--- src/rtl/spi_regacc_pkg.sv ---
package spi_regacc_pkg;

  typedef enum logic [1:0] {
    XM_NONE  = 2'b00,
    XM_FRAME = 2'b01,
    XM_SRAM  = 2'b10
  } xmode_e;

  typedef struct packed {
    logic       is_reg;
    logic       is_wr;
    logic [5:0] addr;
    xmode_e     xm;
  } cmd_t;

  // Split a command byte into its access kind, direction and address.
  function automatic cmd_t decode_cmd(input logic [7:0] b);
    cmd_t c;
    c.is_reg = b[7];
    c.is_wr  = b[6];
    c.addr   = b[5:0];
    if (b[7])      c.xm = XM_NONE;
    else if (b[5]) c.xm = XM_FRAME;
    else           c.xm = XM_SRAM;
    return c;
  endfunction

  // Byte presented on MISO while the command shifts in.
  function automatic logic [7:0] cmd_phase_byte(input logic [1:0] sel,
                                                input logic [7:0] st);
    return (sel == 2'b00) ? 8'h00 : st;
  endfunction

endpackage

--- src/rtl/spi_in_sync.sv ---
module spi_in_sync #(
  parameter int          W       = 3,
  parameter int          STAGES  = 2,
  parameter logic [W-1:0] RST_VAL = '0
) (
  input  logic         clk,
  input  logic         rst_n,
  input  logic [W-1:0] d,
  output logic [W-1:0] q
);

  for (genvar i = 0; i < W; i++) begin : g_bit
    logic [STAGES-1:0] pipe;
    always_ff @(posedge clk or negedge rst_n) begin
      if (!rst_n) pipe <= {STAGES{RST_VAL[i]}};
      else        pipe <= {pipe[STAGES-2:0], d[i]};
    end
    assign q[i] = pipe[STAGES-1];
  end

endmodule

--- src/rtl/spi_regfile.sv ---
module spi_regfile #(
  parameter int AW        = 6,
  parameter int DW        = 8,
  parameter int CTRL_ADDR = 4
) (
  input  logic          clk,
  input  logic          rst_n,
  input  logic          we,
  input  logic [AW-1:0] waddr,
  input  logic [DW-1:0] wdata,
  input  logic [AW-1:0] raddr,
  output logic [DW-1:0] rdata,
  output logic [1:0]    ret_sel
);

  localparam int DEPTH = 1 << AW;

  logic [DW-1:0] mem [DEPTH];

  always_ff @(posedge clk or negedge rst_n) begin
    if (!rst_n) begin
      for (int i = 0; i < DEPTH; i++) mem[i] <= '0;
    end else if (we) begin
      mem[waddr] <= wdata;
    end
  end

  assign rdata   = mem[raddr];
  assign ret_sel = mem[CTRL_ADDR][1:0];

  // A commit must be visible at its address on the following cycle.
  assert_commit_lands_R3: assert property (@(posedge clk) disable iff (!rst_n)
    we |=> mem[$past(waddr)] == $past(wdata));

endmodule

--- src/rtl/spi_regacc_slave.sv ---
module spi_regacc_slave
  import spi_regacc_pkg::*;
#(
  parameter int AW        = 6,
  parameter int DW        = 8,
  parameter int SYNC_STG  = 2,
  parameter int CTRL_ADDR = 4
) (
  input  logic          clk,
  input  logic          rst_n,
  input  logic          sck_i,
  input  logic          csn_i,
  input  logic          mosi_i,
  output logic          miso_o,
  input  logic [DW-1:0] status_i,
  output logic          wr_stb_o,
  output logic [AW-1:0] wr_addr_o,
  output logic [DW-1:0] wr_data_o,
  output logic          xfer_vld_o,
  output logic [1:0]    xfer_mode_o,
  output logic          xfer_wr_o
);

  localparam int CW = $clog2(DW);
  localparam logic [CW-1:0] LAST_BIT = CW'(DW - 1);

  typedef enum logic [1:0] {PH_CMD, PH_DATA, PH_DONE} phase_e;

  // ---------------- input synchronization and edges ----------------
  logic sck_s, cs_s, mosi_s;
  logic sck_q, cs_q;

  spi_in_sync #(.W(3), .STAGES(SYNC_STG), .RST_VAL(3'b010)) u_sync (
    .clk   (clk),
    .rst_n (rst_n),
    .d     ({mosi_i, csn_i, sck_i}),
    .q     ({mosi_s, cs_s, sck_s})
  );

  always_ff @(posedge clk or negedge rst_n) begin
    if (!rst_n) begin
      sck_q <= 1'b0;
      cs_q  <= 1'b1;
    end else begin
      sck_q <= sck_s;
      cs_q  <= cs_s;
    end
  end

  logic sck_rise, sck_fall, cs_fall, cs_rise, active;
  assign active   = ~cs_s;
  assign sck_rise = active & sck_s & ~sck_q;
  assign sck_fall = active & ~sck_s & sck_q;
  assign cs_fall  = ~cs_s & cs_q;
  assign cs_rise  = cs_s & ~cs_q;

  // ---------------- shift state ----------------
  logic [CW-1:0] bit_cnt;
  logic [DW-1:0] rx_sh, tx_sh, tx_nxt;
  phase_e        phase;
  logic [AW-1:0] addr_q;
  logic          is_wr_q;

  logic [DW-1:0] rx_byte;
  logic          byte_done;
  cmd_t          cmd_now;
  assign rx_byte   = {rx_sh[DW-2:0], mosi_s};
  assign byte_done = sck_rise & (bit_cnt == LAST_BIT);
  assign cmd_now   = decode_cmd(rx_byte);

  // Named events for the checks below.
  logic commit_wr, xfer_hit;
  assign commit_wr = byte_done & (phase == PH_DATA) & is_wr_q;
  assign xfer_hit  = byte_done & (phase == PH_CMD) & ~cmd_now.is_reg;

  // ---------------- register file ----------------
  logic [DW-1:0] rf_rdata;
  logic [1:0]    ret_sel;

  spi_regfile #(.AW(AW), .DW(DW), .CTRL_ADDR(CTRL_ADDR)) u_rf (
    .clk     (clk),
    .rst_n   (rst_n),
    .we      (commit_wr),
    .waddr   (addr_q),
    .wdata   (rx_byte),
    .raddr   (cmd_now.addr),
    .rdata   (rf_rdata),
    .ret_sel (ret_sel)
  );

  // ---------------- control ----------------
  always_ff @(posedge clk or negedge rst_n) begin
    if (!rst_n) begin
      bit_cnt     <= '0;
      rx_sh       <= '0;
      tx_sh       <= '0;
      tx_nxt      <= '0;
      phase       <= PH_CMD;
      addr_q      <= '0;
      is_wr_q     <= 1'b0;
      wr_stb_o    <= 1'b0;
      wr_addr_o   <= '0;
      wr_data_o   <= '0;
      xfer_vld_o  <= 1'b0;
      xfer_mode_o <= XM_NONE;
      xfer_wr_o   <= 1'b0;
    end else begin
      wr_stb_o   <= 1'b0;
      xfer_vld_o <= 1'b0;
      if (!active) begin
        bit_cnt <= '0;
        phase   <= PH_CMD;
        tx_sh   <= '0;
      end else begin
        if (cs_fall) tx_sh <= cmd_phase_byte(ret_sel, status_i);
        if (sck_rise) begin
          rx_sh   <= rx_byte;
          bit_cnt <= byte_done ? '0 : bit_cnt + 1'b1;
        end
        if (byte_done) begin
          tx_nxt <= '0;
          unique case (phase)
            PH_CMD: begin
              if (cmd_now.is_reg) begin
                phase   <= PH_DATA;
                addr_q  <= cmd_now.addr;
                is_wr_q <= cmd_now.is_wr;
                if (!cmd_now.is_wr) tx_nxt <= rf_rdata;
              end else begin
                phase       <= PH_DONE;
                xfer_vld_o  <= 1'b1;
                xfer_mode_o <= cmd_now.xm;
                xfer_wr_o   <= cmd_now.is_wr;
              end
            end
            PH_DATA: begin
              phase <= PH_DONE;
              if (is_wr_q) begin
                wr_stb_o  <= 1'b1;
                wr_addr_o <= addr_q;
                wr_data_o <= rx_byte;
              end
            end
            default: phase <= PH_DONE;
          endcase
        end
        if (sck_fall) tx_sh <= (bit_cnt == '0) ? tx_nxt : {tx_sh[DW-2:0], 1'b0};
      end
    end
  end

  assign miso_o = tx_sh[DW-1];

  // ---------------- assertions ----------------
  assert_wr_pulse_single_R3: assert property (@(posedge clk) disable iff (!rst_n)
    wr_stb_o |=> !wr_stb_o);

  assert_wr_follows_commit_R3: assert property (@(posedge clk) disable iff (!rst_n)
    commit_wr |=> wr_stb_o && wr_addr_o == $past(addr_q));

  assert_xfer_pulse_single_R6: assert property (@(posedge clk) disable iff (!rst_n)
    xfer_vld_o |=> !xfer_vld_o);

  assert_xfer_mode_legal_R7: assert property (@(posedge clk) disable iff (!rst_n)
    xfer_vld_o |-> (xfer_mode_o == XM_FRAME || xfer_mode_o == XM_SRAM));

  assert_xfer_follows_decode_R6: assert property (@(posedge clk) disable iff (!rst_n)
    xfer_hit |=> xfer_vld_o);

  assert_no_dual_pulse_R9: assert property (@(posedge clk) disable iff (!rst_n)
    !(wr_stb_o && xfer_vld_o));

  assert_abort_clears_R8: assert property (@(posedge clk) disable iff (!rst_n)
    cs_rise |=> bit_cnt == '0 && phase == PH_CMD);

endmodule

--- config.mk ---
export PLATFORM = sky130hd
export DESIGN_NAME = spi_regacc_slave
export DESIGN_NICKNAME = d
export VERILOG_FILES = /design/src/rtl/spi_regacc_pkg.sv /design/src/rtl/spi_in_sync.sv /design/src/rtl/spi_regfile.sv /design/src/rtl/spi_regacc_slave.sv
export SDC_FILE = /design/constraint.sdc
export NUM_CORES = 1
export LEC_CHECK = 0
export BUFFER_PORTS_ARGS = -buffer_cell sky130_fd_sc_hd__buf_2
export CORE_MARGIN = 3
export CORE_UTILIZATION = 25
export DETAILED_ROUTE_END_ITERATION = 6
export GPL_ROUTABILITY_DRIVEN = 0
export GPL_TIMING_DRIVEN = 0
export SLEW_MARGIN = 20
export SYNTH_ARGS = -nofsm -noshare
export SYNTH_HDL_FRONTEND = slang
export SYNTH_SLANG_ARGS = --single-unit
--- constraint.sdc ---
create_clock -name clk -period 5.35 [get_ports clk]
set_input_delay 0.2675 -clock clk [delete_from_list [all_inputs] [get_ports clk]]
set_output_delay 0.2675 -clock clk [all_outputs]
set_load 0.01 [all_outputs]
==> results.md, run 1 <==
* Status: completed
* Routed Wire Length at just under 80000 um
* Hold Fails Final Rpt at 0
* Post-synth top flop: dfrtp_1
* Largest family of logic cells by synthesized area: multiplexers
* Worst vdd ir at 249 uV
* Ports at 33
* Adder-Cell Fraction of Synth Area at 0.00143
* Final ANT Viol Nets at 0
* Post-Synth XOR/XNOR Area at 0
* CP Data Required Time at 5.86 ns
* Final worst slack at 2.04 ns
* First drt pass iteration count at 5
* Grt ovf at 0
* CP endpoint kind: flip-flop
* Netlist cell types at 52
* Skew-Pair Late Insertion Delay at 0.64 ns
* CP Launch Type: flip-flop
* Mapped cell area at 26200 sq um
* CP arrival at 3.82 ns
* Syn_area_per_cell at 15.1 sq um
* Syn Nets at 1747
* Crit-path cells: ha_1, ha_1, and2b_1, nand3b_2, nor2_2, nand2_1, mux2_2
* Worst path max stage delay at 0.78 ns
* Clock root cell: clkbuf_16
* Final setup violation count at 0
* Fmax at 0.302 GHz
* Rel. slew slack at 0.240
* Die W at ~330 um
* Pwr/cell area at ~350 nW/um^2
* Postcts setup bufs at 0
* Post-route DRC at 0
* GRT Overall Usage at 0.146
* H-tree Lvls at 2
* Met2 WL post-DR at 35700 um
* Maximum clock insertion buffer count at 3
* Slowest CP cell: nor2_2
* Post-synth EDFFs at 0
* Worst path top cell family by delay: simple AND/OR/NAND/NOR gates
* # nets final at 1854
* CP most frequent cell: ha_1
* YS warnings at 0
* Clock period minus worst slack at 3.31 ns
* Metal3 WL at 5760 um
* Clock skew at between 0.02 and 0.025 ns
* Crit path max fanout at 8
* TritonCTS clock tree: done
* DPL Wire Length at 54600 um
* Period utilization at 0.618
* DP Worst Slack at 2.13 ns
* Initial antenna violation count at 3
* Clk sinks at 574
* RSZ-0062 raised after global routing: no
* Die height at 330 um
* Final slew viol count at 0
* Crit path buf inv count at 0
* Hold buffers post-CTS at 6
* Setup TNS at 0 ns
* Commonest cells after routing, fill and taps aside: dfrtp_1, mux2_2, mux4_2
* Final core utilization at 0.291
* Vias in the first global route at between 15000 and 20000
* Async S/R FF share, synth at 1.00
* Vias/cell at 4.97
* CTS Buf Count at 59
* Synthesized flop and latch total at 574
* Compound-Gate Fraction of Synth Area at 0.0246
* Leakage at approximately 14 nW
* Slew @ Worst Pin at 1.14 ns
* Commonest non-fill, non-tap cell in the layout: dfrtp_1
* Layout cells sized above 1 at 0.474
* Simple-gate share of the synthesized area at 0.0479
* Critical path class: flip-flop to flip-flop
* WL/cell at between 20 and 25 um
* Clk pin slew, worst setup/hold paths at about 0.06 ns
* Post_cts resized at 0
* Initial DRC Count at 1401
* Multiplexer share of the synthesized area at 0.355
* First-pass GRT wire length at 118000 um
* Largest net degree at the start of global routing at 107
* Total power at 10.6 mW
* Max Used Layer: met4
* Post-synthesis sequential area ratio at 0.549
* Hold Crit Class: input port to flip-flop
* Core footprint at around 100000 sq um
* WHS at 0.0458 ns
* Routed via count at 16200
* Port bufs at 32
* Area grow syn2layout at 15.4%
* Maxcap violations at 0
* Overall die area at roughly 110000 sq um
* Initial Utilization at 0.252
* Mapped Cells at 1731
* Met1 WL at roughly 34000 um
* # rows at 118
## cells in the mapped netlist, types with 2 or more instances
master	number	area, sq um
a211oi_1	7	52.6
a21oi_1	10	50.1
a221oi_1	8	70.1
a22o_1	8	70.1
a22oi_1	9	67.6
a32oi_1	8	70.1
and2_1	3	18.8
buf_1	16	60.1
buf_2	29	145
buf_4	4	30.0
clkbuf_1	83	312
dfrtp_1	571	14300
dfstp_2	3	78.8
ha_1	3	37.5
inv_1	10	37.5
mux2_1	14	158
mux2_2	544	6130
mux2i_1	49	490
mux4_2	112	2520
nand2_1	58	218
nand2_2	24	150
nand2b_1	5	31.3
nand3_1	4	20.0
nand3b_1	2	15.0
nand4_1	3	18.8
nor2_1	25	93.8
nor2_2	9	56.3
nor2_4	24	270
nor2b_1	6	37.5
nor3_1	2	10.0
nor3_4	2	32.5
nor3b_1	3	22.5
nor4_1	8	50.1
o22ai_1	39	244
or2_2	4	25.0
or3_1	5	31.3
or3b_2	2	17.5
## path summary, 6_finish.rpt
path / from / to / slack, ns / cells after the start
max: bit_cnt[0] / u_rf.mem[466] / 2.04 / 7
min: status_i[3] / tx_sh[3] / 0.05 / 5
max reg2reg: bit_cnt[0] / u_rf.mem[466] / 2.04 / 7
min reg2reg: u_sync.g_bit[1].pipe[0] / u_sync.g_bit[1].pipe[1] / 0.35 / 0
max in group asynchronous: rst_n / u_rf.mem[386] / 3.36 / 6
min in group asynchronous: rst_n / u_rf.mem[250] / 0.06 / 2
## tightest hold or removal path: stages
cell      delay, ns
buf_2          0.10
nand2_1        0.06
o22ai_1        0.06
nor2_1         0.09
a211oi_1       0.06
## flip-flops by register name, indices dropped and copies added, names as in the netlist, 3 cells and up
| name | flops |
|---|---|
| addr_q | 6 |
| bit_cnt | 3 |
| rx_sh | 7 |
| tx_nxt | 8 |
| tx_sh | 8 |
| u_rf.mem | 510 |
| u_sync.g_bit.pipe | 6 |
| wr_addr_o | 6 |
| wr_data_o | 8 |
## logic make-up after synthesis
| kind of cell | after synthesis |
|---|---|
| AO/OA/AOI/OAI | 92 |
| AND/OR/NAND/NOR | 201 |
| flip-flops | 574 |
| adder cells (fa/ha/maj) | 3 |
| multiplexers | 719 |
| buffers and inverters | 142 |
## routing by layer
layer,GRT usage,up-vias
met4,0.0586,0
met2,0.226,643
met5,0,-
li1,-,6638
met3,0.0288,185
met1,0.200,8768
## power breakdown
part | leakage (nW) | total [mW] | switching (mW) | internal [mW]
Sequential | 7.99 | 4.41 | 0.0395 | 4.37
Clock | 0.921 | 3.99 | 1.76 | 2.23
Combinational | 5.17 | 2.16 | 1.69 | 0.466
Total | 14.1 | 10.6 | 3.49 | 7.06
## area by class of cell
class                           count  area (sq um)
Fill cell                       10400         73600
Antenna cell                        1          2.50
Buffer                            132           547
Multi-Input combinational cell   1015         11200
Sequential cell                   574         14400
Clock buffer                       88          1730
Clock inverter                     18           140
Inverter                           10          37.5
Tap cell                         1380          1730
Timing Repair Buffer               46           430
## stage by stage
stage	instance area (sq um)	std cells
floorplan	26200	1731
global placement	28100	3143
detailed placement	28300	3151
CTS	30200	3263
global route	30200	3263
finish	30200	3264
No activity file was read; power rests on OpenSTA's default activity.
==> inputs of run 2 (changes only) <==
- clock period: 5.35 -> 3.2 ns (I/O delays scaled with it)
==> run 2 against run 1 <==
Via count fell by 0.38%. Clock power rose by 67%. Critical path depth fell by 2. Die area did not move. Utilization rose by 0.098 points. Cell area rose by 0.34%. Clock skew rose by 0.0014 ns. Largest power group unchanged. Sequential share of layout area fell by 0.16 points. Non-clock buffer count rose by 8.
==> results.md, run 2 (synthesis gave the netlist of run 1 again) <==
* Status: completed
* Hold Fails Final Rpt at 0
* Area of the multi-input gates at 11200 sq um
* # rows at 118
* Worst hold path cell count at 2
* Maximum clock insertion buffer count at 3
* Fillers at a little over 10000
* First-pass GRT wire length at roughly 120000 um
* DPL Wire Length at approximately 55000 um
* Largest net degree at the start of global routing at 107
* Reg-to-reg setup timing slack at roughly 0.066 ns
* Met1 WL at around 35000 um
* Commonest cells after routing, fill and taps aside: dfrtp_1, mux2_2, mux4_2
* Die height at between 300 and 400 um
* Maxcap violations at 0
* Max Used Layer: met4
* Commonest non-fill, non-tap cell in the layout: dfrtp_1
* Worst r2r dst: u_rf.mem[402]
* CP endpoint kind: flip-flop
* DP Worst Slack at -0.0197 ns
* Skew-Pair Late Insertion Delay at 0.65 ns
* Final core utilization at 0.292
* Final ANT Viol Nets at 0
* Period utilization at 0.979
* Register area at 14400 sq um
* Core footprint at 104000 sq um
* Max reg flops at between 500 and 600
* R2R cell count at 5
* Metal3 WL at 5380 um
* Initial antenna violation count at 3
* Largest reg by FF count: u_rf.mem
* Hold wc startpoint: mosi_i
* Crit path max fanout at 10
* Vias in the first global route at 17200
* Reg2reg start: rx_sh[1]
* Rel. slew slack at 0.233
* # nets final at 1862
* Final setup violation count at 0
* Met2 WL post-DR at 36000 um
* Area grow syn2layout at 15.8%
* Layout cells sized above 1 at 0.473
* Clock skew at ~0.024 ns
* Pwr/cell area at 583 nW/um^2
* Port bufs at 32
* Total power at 17.7 mW
* RSZ-0062 raised after global routing: no
* Slew @ Worst Pin at 1.15 ns
* Initial Utilization at 0.252
* WHS at between 0.15 and 0.2 ns
* Crit path launch: rx_sh[1]
* Fmax at 0.319 GHz
* WL/cell at 24.2 um
* Die W at 330 um
* Grt ovf at 0
* H-tree Lvls at 2
* Post-route DRC at 0
* Initial DRC Count at about 1500
* Final worst slack at 0.0660 ns
* Placed insts at between 3000 and 4000
* Routed via count at 16200
* CTS Buf Count at 59
* Ports at 33
* Hold path endpoint: u_sync.g_bit[2].pipe[0]
* First drt pass iteration count at 5
* Vias/cell at between 4 and 5
* Clk sinks at 574
* Hold Crit Class: input port to flip-flop
* Final slew viol count at 0
* Non-filler cells, final at 3272
* Clock root cell: clkbuf_16
* Clock period minus worst slack at 3.13 ns
* Worst vdd ir at 419 uV
* CP arrival at 3.70 ns
* Clk pin slew, worst setup/hold paths at about 0.060 ns
* Critical path class: flip-flop to flip-flop
* Overall die area at 109000 sq um
* TritonCTS clock tree: done
* CP Data Required Time at 3.76 ns
* Leakage at roughly 14 nW
* GRT Overall Usage at 0.146
* CP Launch Type: flip-flop
* Routed Wire Length at slightly below 80000 um
## run 2: changes by cell type in the layout (fill, tap and decap cells not counted), sizes merged
cell           delta
buf               +1
clkbuf            -1
clkdlybuf4s15     +1
dlygate4sd3       +7
## run 2: worst max-delay path by stage
stage	end	slack [ns]
global route	u_rf.mem[413]	0.02
global placement	sck_q	-9.07
detailed placement	u_rf.mem[466]	-0.02
floorplan	u_rf.mem[296]	0.88
finish	u_rf.mem[402]	0.07
CTS	u_rf.mem[500]	0.05
## run 2: routing by layer
| metal | vias to the layer above | track usage |
|---|---|---|
| met1 | 8734 | 0.200 |
| met2 | 627 | 0.226 |
| met5 | - | 0 |
| met4 | 0 | 0.0586 |
| li1 | 6635 | - |
| met3 | 176 | 0.0287 |
## run 2: worst max-delay path: stages (launching register included)
cell and delay, ns:
dfrtp_1 0.40, buf_2 0.39, buf_1 0.72, buf_2 0.43, clkdlybuf4s15_1 0.79, mux2_2 0.30
## run 2: cell type report
class / count / area share
buffer: 132 / 0.0182
clock buffer: 88 / 0.0569
clock inverter: 18 / 0.00462
sequential: 574 / 0.474
timing repair buffer: 54 / 0.0172
antenna: 1 / 0.0000826
multi-input combinational: 1015 / 0.371
inverter: 10 / 0.00124
tap: 1380 / 0.0570
## run 2: where the power goes
part	internal, mW	switching, mW	total [mW]
registers	7.31	0.0651	7.37
clock network	3.73	2.94	6.67
logic	0.788	2.84	3.62
total	11.8	5.84	17.7
## run 2: stage by stage
step	TNS [ns]	cell area [sq um]
2_1_floorplan	0	26200
3_5_place_dp	-0.0692	28300
3_3_place_gp	-5161.45	28100
4_1_cts	0	30300
6_report	0	30300
5_1_grt	0	30300
## run 2: timing repair
action,CTS,global route
resized for setup,1,2
setup buffers,0,1
pin swaps,0,2
setup endpoints to repair,15,77
hold endpoints to repair,218,0
hold buffers,13,0
